File: config.mk
export PLATFORM = sky130hd
export DESIGN_NAME = lw_sram
export DESIGN_NICKNAME = d
export VERILOG_FILES = /design/src/rtl/lw_sram_pkg.sv /design/src/rtl/lw_sram_cmd_reg.sv /design/src/rtl/lw_sram_array.sv /design/src/rtl/lw_sram_wbuf.sv /design/src/rtl/lw_sram.sv
export SDC_FILE = /design/constraint.sdc
export NUM_CORES = 2
export LEC_CHECK = 0
export BUFFER_PORTS_ARGS = -buffer_cell sky130_fd_sc_hd__buf_2
export CORE_MARGIN = 4
export CORE_UTILIZATION = 45
export CTS_CLUSTER_SIZE = 16
export DETAILED_ROUTE_END_ITERATION = 10
export GPL_TIMING_DRIVEN = 0
export PLACE_DENSITY_LB_ADDON = 0.05
export SLEW_MARGIN = 25
export SYNTH_ARGS = -nofsm -noshare
export SYNTH_HDL_FRONTEND = slang
export SYNTH_SLANG_ARGS = --single-unit
File: constraint.sdc
create_clock -name clk_i -period 3 [get_ports clk_i]
set_input_delay 0.3 -clock clk_i [delete_from_list [all_inputs] [get_ports clk_i]]
set_output_delay 0.3 -clock clk_i [all_outputs]
set_load 0.01 [all_outputs]
File: src/rtl/lw_sram_pkg.sv
package lw_sram_pkg;
  typedef enum logic [1:0] {
    CMD_NOP = 2'd0,
    CMD_RD  = 2'd1,
    CMD_WR  = 2'd2
  } cmd_e;
endpackage

File: src/rtl/lw_sram_cmd_reg.sv
module lw_sram_cmd_reg
  import lw_sram_pkg::*;
#(
  parameter int ADDR_W = 6,
  parameter int NB     = 4
) (
  input  logic              clk_i,
  input  logic              rst_ni,
  input  logic              en_i,
  input  logic              we_i,
  input  logic              sleep_i,
  input  logic [ADDR_W-1:0] addr_i,
  input  logic [NB-1:0]     be_i,
  output cmd_e              kind_o,
  output logic [ADDR_W-1:0] addr_o,
  output logic [NB-1:0]     be_o
);
  always_ff @(posedge clk_i or negedge rst_ni) begin
    if (!rst_ni) begin
      kind_o <= CMD_NOP;
      addr_o <= '0;
      be_o   <= '0;
    end else begin
      addr_o <= addr_i;
      be_o   <= be_i;
      if (sleep_i || !en_i) kind_o <= CMD_NOP;
      else                  kind_o <= we_i ? CMD_WR : CMD_RD;
    end
  end
endmodule

File: src/rtl/lw_sram_array.sv
module lw_sram_array #(
  parameter int ADDR_W = 6,
  parameter int NB     = 4,
  parameter int BW     = 9
) (
  input  logic              clk_i,
  input  logic              we_i,
  input  logic [ADDR_W-1:0] waddr_i,
  input  logic [NB-1:0]     wbe_i,
  input  logic [NB*BW-1:0]  wdata_i,
  input  logic [ADDR_W-1:0] raddr_i,
  output logic [NB*BW-1:0]  rdata_o
);
  localparam int DEPTH = 1 << ADDR_W;
  localparam int W     = NB * BW;

  logic [W-1:0] mem_q [DEPTH];

  always_ff @(posedge clk_i) begin
    if (we_i) begin
      for (int b = 0; b < NB; b++) begin
        if (wbe_i[b]) mem_q[waddr_i][b*BW +: BW] <= wdata_i[b*BW +: BW];
      end
    end
  end

  assign rdata_o = mem_q[raddr_i];
endmodule

File: src/rtl/lw_sram_wbuf.sv
module lw_sram_wbuf #(
  parameter int ADDR_W = 6,
  parameter int NB     = 4,
  parameter int BW     = 9
) (
  input  logic              clk_i,
  input  logic              rst_ni,
  input  logic              cap_i,
  input  logic [ADDR_W-1:0] addr_i,
  input  logic [NB-1:0]     be_i,
  input  logic [NB*BW-1:0]  data_i,
  input  logic [ADDR_W-1:0] rd_addr_i,
  input  logic [NB*BW-1:0]  arr_rd_i,
  output logic              commit_o,
  output logic [ADDR_W-1:0] cm_addr_o,
  output logic [NB-1:0]     cm_be_o,
  output logic [NB*BW-1:0]  cm_data_o,
  output logic [NB*BW-1:0]  merged_o
);
  logic valid_q;
  logic hit;

  always_ff @(posedge clk_i or negedge rst_ni) begin
    if (!rst_ni) begin
      valid_q   <= 1'b0;
      cm_addr_o <= '0;
      cm_be_o   <= '0;
      cm_data_o <= '0;
    end else if (cap_i) begin
      valid_q   <= 1'b1;
      cm_addr_o <= addr_i;
      cm_be_o   <= be_i;
      cm_data_o <= data_i;
    end
  end

  // old entry retires on the same edge the new one lands
  assign commit_o = cap_i && valid_q;
  assign hit      = valid_q && (cm_addr_o == rd_addr_i);

  for (genvar b = 0; b < NB; b++) begin : g_lane
    assign merged_o[b*BW +: BW] = (hit && cm_be_o[b]) ? cm_data_o[b*BW +: BW]
                                                       : arr_rd_i[b*BW +: BW];
  end
endmodule

File: src/rtl/lw_sram.sv
module lw_sram
  import lw_sram_pkg::*;
#(
  parameter int ADDR_W = 6,
  parameter int NB     = 4,
  parameter int BW     = 9
) (
  input  logic              clk_i,
  input  logic              rst_ni,
  input  logic              en_i,
  input  logic              we_i,
  input  logic [ADDR_W-1:0] addr_i,
  input  logic [NB-1:0]     be_i,
  input  logic [NB*BW-1:0]  dq_i,
  input  logic              oe_i,
  input  logic              sleep_i,
  output logic [NB*BW-1:0]  dq_o,
  output logic              dq_oe_o
);
  localparam int W = NB * BW;

  cmd_e              kind_q;
  logic [ADDR_W-1:0] addr_q;
  logic [NB-1:0]     be_q;
  logic              cap;
  logic              commit;
  logic [ADDR_W-1:0] cm_addr;
  logic [NB-1:0]     cm_be;
  logic [W-1:0]      cm_data;
  logic [W-1:0]      arr_rd;
  logic [W-1:0]      merged;
  logic              rd_vld_q;
  logic [W-1:0]      dout_q;

  lw_sram_cmd_reg #(.ADDR_W(ADDR_W), .NB(NB)) u_cmd (
    .clk_i, .rst_ni, .en_i, .we_i, .sleep_i, .addr_i, .be_i,
    .kind_o(kind_q), .addr_o(addr_q), .be_o(be_q)
  );

  assign cap = (kind_q == CMD_WR) && !sleep_i;

  lw_sram_wbuf #(.ADDR_W(ADDR_W), .NB(NB), .BW(BW)) u_wbuf (
    .clk_i, .rst_ni,
    .cap_i(cap), .addr_i(addr_q), .be_i(be_q), .data_i(dq_i),
    .rd_addr_i(addr_q), .arr_rd_i(arr_rd),
    .commit_o(commit), .cm_addr_o(cm_addr), .cm_be_o(cm_be),
    .cm_data_o(cm_data), .merged_o(merged)
  );

  lw_sram_array #(.ADDR_W(ADDR_W), .NB(NB), .BW(BW)) u_arr (
    .clk_i, .we_i(commit), .waddr_i(cm_addr), .wbe_i(cm_be),
    .wdata_i(cm_data), .raddr_i(addr_q), .rdata_o(arr_rd)
  );

  always_ff @(posedge clk_i or negedge rst_ni) begin
    if (!rst_ni) begin
      rd_vld_q <= 1'b0;
      dout_q   <= '0;
    end else begin
      rd_vld_q <= !sleep_i && (kind_q == CMD_RD);
      if (!sleep_i && (kind_q == CMD_RD)) dout_q <= merged;
    end
  end

  assign dq_o = dout_q;
  // bus belongs to the controller during a late-write data cycle
  assign dq_oe_o = oe_i && rd_vld_q && (kind_q != CMD_WR) && !sleep_i;
endmodule

==> metrics.md <==
| Metric | Value |
|---|---|
| Maximum clock frequency | `just over 300 MHz` |
| Multiplexer fraction of the synthesized cell area | `~16%` |
| Adder-Cell Fraction of Synth Area | `0%` |
| Global placement routability congestion | `0.9545` |
| Crit Path Category | `flop to flop` |
| Post-detailed-placement half-perimeter wirelength | `approximately 220000 um` |
| Mapped Nets | `around 4300` |
| DP Worst Slack | `-2.195 ns` |
| Fraction of synthesized cell area in xor and xnor cells | `less than 1%` |
| Slew margin rel. | `roughly a fifth` |
| R2R depth | `6` |
| Clock Skews | `between 0.05 and 0.06 ns` |
| Setup repair after global routing missed its margin | `true` |
| Number of cells traversed by the worst hold path | `2` |
| Iteration count of the initial detailed-routing pass | `6` |
| Antenna violations before repair | `20` |
| Count of final max-slew check failures | `0` |
| Grt met3 use | `8.875%` |
| DRC errors left | `0` |
| Pin count of the biggest net entering global routing | `67` |
| Violations in the final reports | `negative setup slack` |
| Area share of the largest cell type after synthesis | `roughly three quarters` |
| Clock tree from TritonCTS | `done` |
| Yosys warns | `0` |
| FF-to-FF End | `dq_o[32]` |
| Drt total wl | `342100 um` |
| Internal power contribution | `0.06016 W` |
| Core Area | `slightly above 200000 um2` |
| Type of element launching the critical path | `flop` |
| Final period utilization | `110.2%` |
| Worst Tran Pin Value | `1.196 ns` |
| Worst vdd rail ir drop | `about 0.86 mV` |
| IO Pins | `89` |
| Placed instance count | `between 7000 and 8000` |
| Synth Area in Simple Gates | `2.164%` |
| Synth cell types | `50` |
| Clock network fraction of design power | `roughly 40%` |
| Number of global-route vias before repair | `~49000` |
| Reg2reg start | `u_cmd.kind_o[0]` |
| Post-layout minimum cycle time | `between 3 and 4 ns` |
| Share of total power in combinational logic | `under 10%` |
| Area grow syn2layout | `23.36%` |
| Worst skew pair latency | `~0.94 ns` |
| Layout cell share with drive strength beyond 1 | `between 40% and 50%` |
| Fraction of power consumed by sequential logic | `roughly half` |
| Width of the die | `roughly 460 um` |
| Cell type contributing the most total cell area after synthesis | `edfxtp_1` |
| Global-route usage over all layers | `between 30% and 40%` |
| Gate Count Post-Synth | `4261` |
| Number of flops mapped to enable cells by yosys | `roughly 2300` |
| Clock-pin slew on the worst setup and hold paths | `0.06 ns` |
| Layer carrying the most global-route usage | `met2` |
| Register-to-register setup slack | `-0.31 ns` |
| First DRT Iteration DRCs | `7634` |
| Standby leakage power | `about 35 nW` |
| Worst Hold Endpoint | `u_cmd.addr_o[5]` |
| Synth top area cells | `edfxtp_1 (75%), mux4_2 (15%), dfrtp_1 (2.6%), a22oi_1 (1.6%), nor2_1 (1.2%)` |
| Number of buffers inserted during clock tree synthesis | `around 280` |
| Cell Area, Synth | `between 90000 and 100000 um2` |
| Startpoint of the lowest-slack hold path | `addr_i[5]` |
| Synthesized-area fraction occupied by ao, oa, aoi and oai cells | `~3.1%` |
| Post-Synthesis Mean Instance Area | `between 20 and 25 um2` |
| Placement row count | `165` |
| Final hold violations | `0` |
| Hold Crit Class | `input pin to flop` |
| Starting density of the core | `between 40% and 50%` |
| Number of cells in the finished layout apart from fillers | `7777` |
| Pwr Density | `around 700 nW/um2` |
| Switching power as a share of total power | `approximately a quarter` |
| Kind of end point of the critical path | `flop` |
| Post-layout nets | `~5000` |
| Height of the chip | `460.2 um` |
| Number of synthesized register bits | `2400` |
| FFs w/ async S/R, synth | `roughly 4.0%` |
| Worst Setup Slack, final | `-0.3054 ns` |
| M1 GR Usage | `between 40% and 50%` |
| Run status | `finished with violations` |
| Req. time, crit path | `just under 4 ns` |
| Dominant combinational cell family by area after synthesis | `multiplexers` |
| Antenna Violating Nets Remaining | `0` |
| Maximum fanout encountered on the critical timing path | `10` |
| Net switching power figure | `between 0.015 and 0.02 W` |
| Die outline area | `211800 um2` |
| Number of sinks on the clock net | `2400` |
| Worst-case clock buffer depth | `4` |
| First-pass GRT wire length | `between 400000 and 500000 um` |
| Clock root cell | `clkbuf_16` |
| Data arrival time of the worst path | `roughly 4.2 ns` |
| GR Layer Usage met2 | `47.76%` |
| Number of buffers added on ports | `88` |
| Via total after detailed routing | `between 50000 and 60000` |
| Main synth FF type | `edfxtp_1` |
| Vias per cell | `approximately 6.5` |
| CTS HTree Levels | `5` |
| Seq/Total Area, Yosys | `between 70 and 80%` |
| Gr ovfl total | `0` |
| Max capacitance violation total | `0` |
| Drt wl/cell | `~44 um` |
| Endpoints failing setup | `~800` |
==> final cells by class <==
| type | count | area, um2 |
|---|---|---|
| fillers | 15250 | 89210 |
| flip-flops and latches | 2400 | 71720 |
| multi-input cells | 1596 | 22840 |
| clock buffers | 369 | 7487 |
| repair buffers | 379 | 4398 |
| well taps | 2672 | 3343 |
| plain buffers | 252 | 2863 |
| clock inverters | 98 | 838.3 |
| inverters | 5 | 18.77 |
| diodes | 6 | 15.01 |
==> power groups by stage <==
stage                     Sequential, W  Clock [W]  Combinational, W
final                            0.0404     0.0319           0.00743
after global routing             0.0404     0.0337           0.00755
after CTS                        0.0404     0.0322           0.00683
after detailed placement         0.0411          0           0.00619
after global placement           0.0426          0           0.00404
after floorplan                  0.0410          0           0.00204
==> cells in the final DEF, fill, tap and decap left out, types with 37 or more instances in the layout <==
master	n
clkbuf_2	58
a22oi_1	104
dlygate4sd3_1	61
buf_2	98
buf_4	120
clkbuf_4	38
a21oi_2	52
clkinv_1	38
mux4_2	595
dfrtp_1	58
mux2_2	56
clkbuf_1	102
nand2_2	56
a21oi_1	85
clkinv_2	37
buf_16	60
buf_12	87
nor2_4	244
buf_6	38
clkbuf_16	296
nand2_1	46
edfxtp_1	2304
a22oi_2	97
==> per-stage QoR <==
| stage | setup TNS, ns | util [%] | area (um2) | hold slack (ns) | total power [W] |
|---|---|---|---|---|---|
| final | -64.80 | 56.00 | 113500 | 0.05811 | 0.07972 |
| after CTS | -41.46 | 54.71 | 110900 | 0.001424 | 0.07937 |
| after floorplan | 0 | - | 92030 | 0.004409 | 0.04303 |
| after global placement | -4033.02 | 47.26 | 95810 | 0.4085 | 0.04669 |
| after global routing | -77.74 | 55.99 | 113500 | 0.04206 | 0.08165 |
| after detailed placement | -2852.30 | 48.18 | 97680 | 0.2468 | 0.04727 |
==> metal layers <==
| layer | part of all wire, % | routed length, um |
|---|---|---|
| met4 | 7.2 | 24640 |
| met2 | 45 | 153300 |
| met5 | 0.081 | 277 |
| met3 | 11 | 36210 |
| met1 | 37 | 127600 |
==> repair_timing <==
item                                     CTS  global route
hold buffers                              62             0
hold endpoints to repair                 144             0
gates resized for setup                  914           323
buffers inserted                          56           114
pin swaps                                 49            74
endpoints found under the setup margin  2344          1639
cloned                                     2             9
==> cells by family (layout without fill, tap and decap cells) <==
logic type                Yosys count  count (layout)
DFF                              2400            2400
buffers and inverters             265            1103
muxes                             680             680
AOI/OAI and AO/OA                 434             434
other                               0               6
xor gates and xnor gates            6               6
and+or+nand+nor                   476             476
==> state kept, by name, summed over array words and instances (netlist names) <==
name / flops
u_arr.mem_q: 2304
dq_o: 36
u_wbuf.cm_data_o: 36
u_wbuf.cm_be_o: 4
u_wbuf.cm_addr_o: 6
u_cmd.kind_o: 2
u_cmd.addr_o: 6
rd_vld_q: 1
u_wbuf.valid_q: 1
u_cmd.be_o: 4
==> Yosys cell counts, types with 2 or more instances <==
cell type	n
a22oi_1	201
nand3_1	22
and2_1	2
mux4_2	595
xnor2_1	3
mux2_2	57
nand2b_1	8
and3b_1	5
a21oi_1	158
o41ai_1	25
nor3_1	4
xor2_1	3
clkbuf_1	151
o211ai_1	3
nor3b_1	7
inv_1	4
a211oi_1	3
and3_1	9
nor4_1	3
edfxtp_1	2304
o31ai_1	3
a2bb2oi_1	10
o21ai_0	6
buf_2	61
a31oi_1	5
nand2_1	102
o22ai_1	9
buf_1	24
dfrtp_1	96
buf_4	17
nor2_1	291
nor2b_1	9
mux2i_1	28
o22a_1	2
or2_2	3
nand4_1	8
buf_6	7
==> worst max-delay path, cell delays in order (launching register included) <==
cell	delay [ns]
dfrtp_1	0.36
or3b_2	0.30
clkbuf_1	0.59
clkbuf_2	0.60
clkbuf_1	0.89
a21oi_1	0.28
a21oi_1	0.22
==> how the worst max path moves through the flow <==
stage                        startpoint                 end  cells past startpoint
floorplan               u_cmd.addr_o[0]            dq_o[13]                      9
global placement        u_cmd.addr_o[1]            dq_o[20]                      9
detailed placement      u_cmd.addr_o[1]             dq_o[7]                      9
CTS                     u_cmd.addr_o[0]             dq_o[7]                      9
global route        u_wbuf.cm_addr_o[1]  u_arr.mem_q[2][29]                      4
finish                  u_cmd.kind_o[0]            dq_o[32]                      6
(Power assumes the default switching activity.)
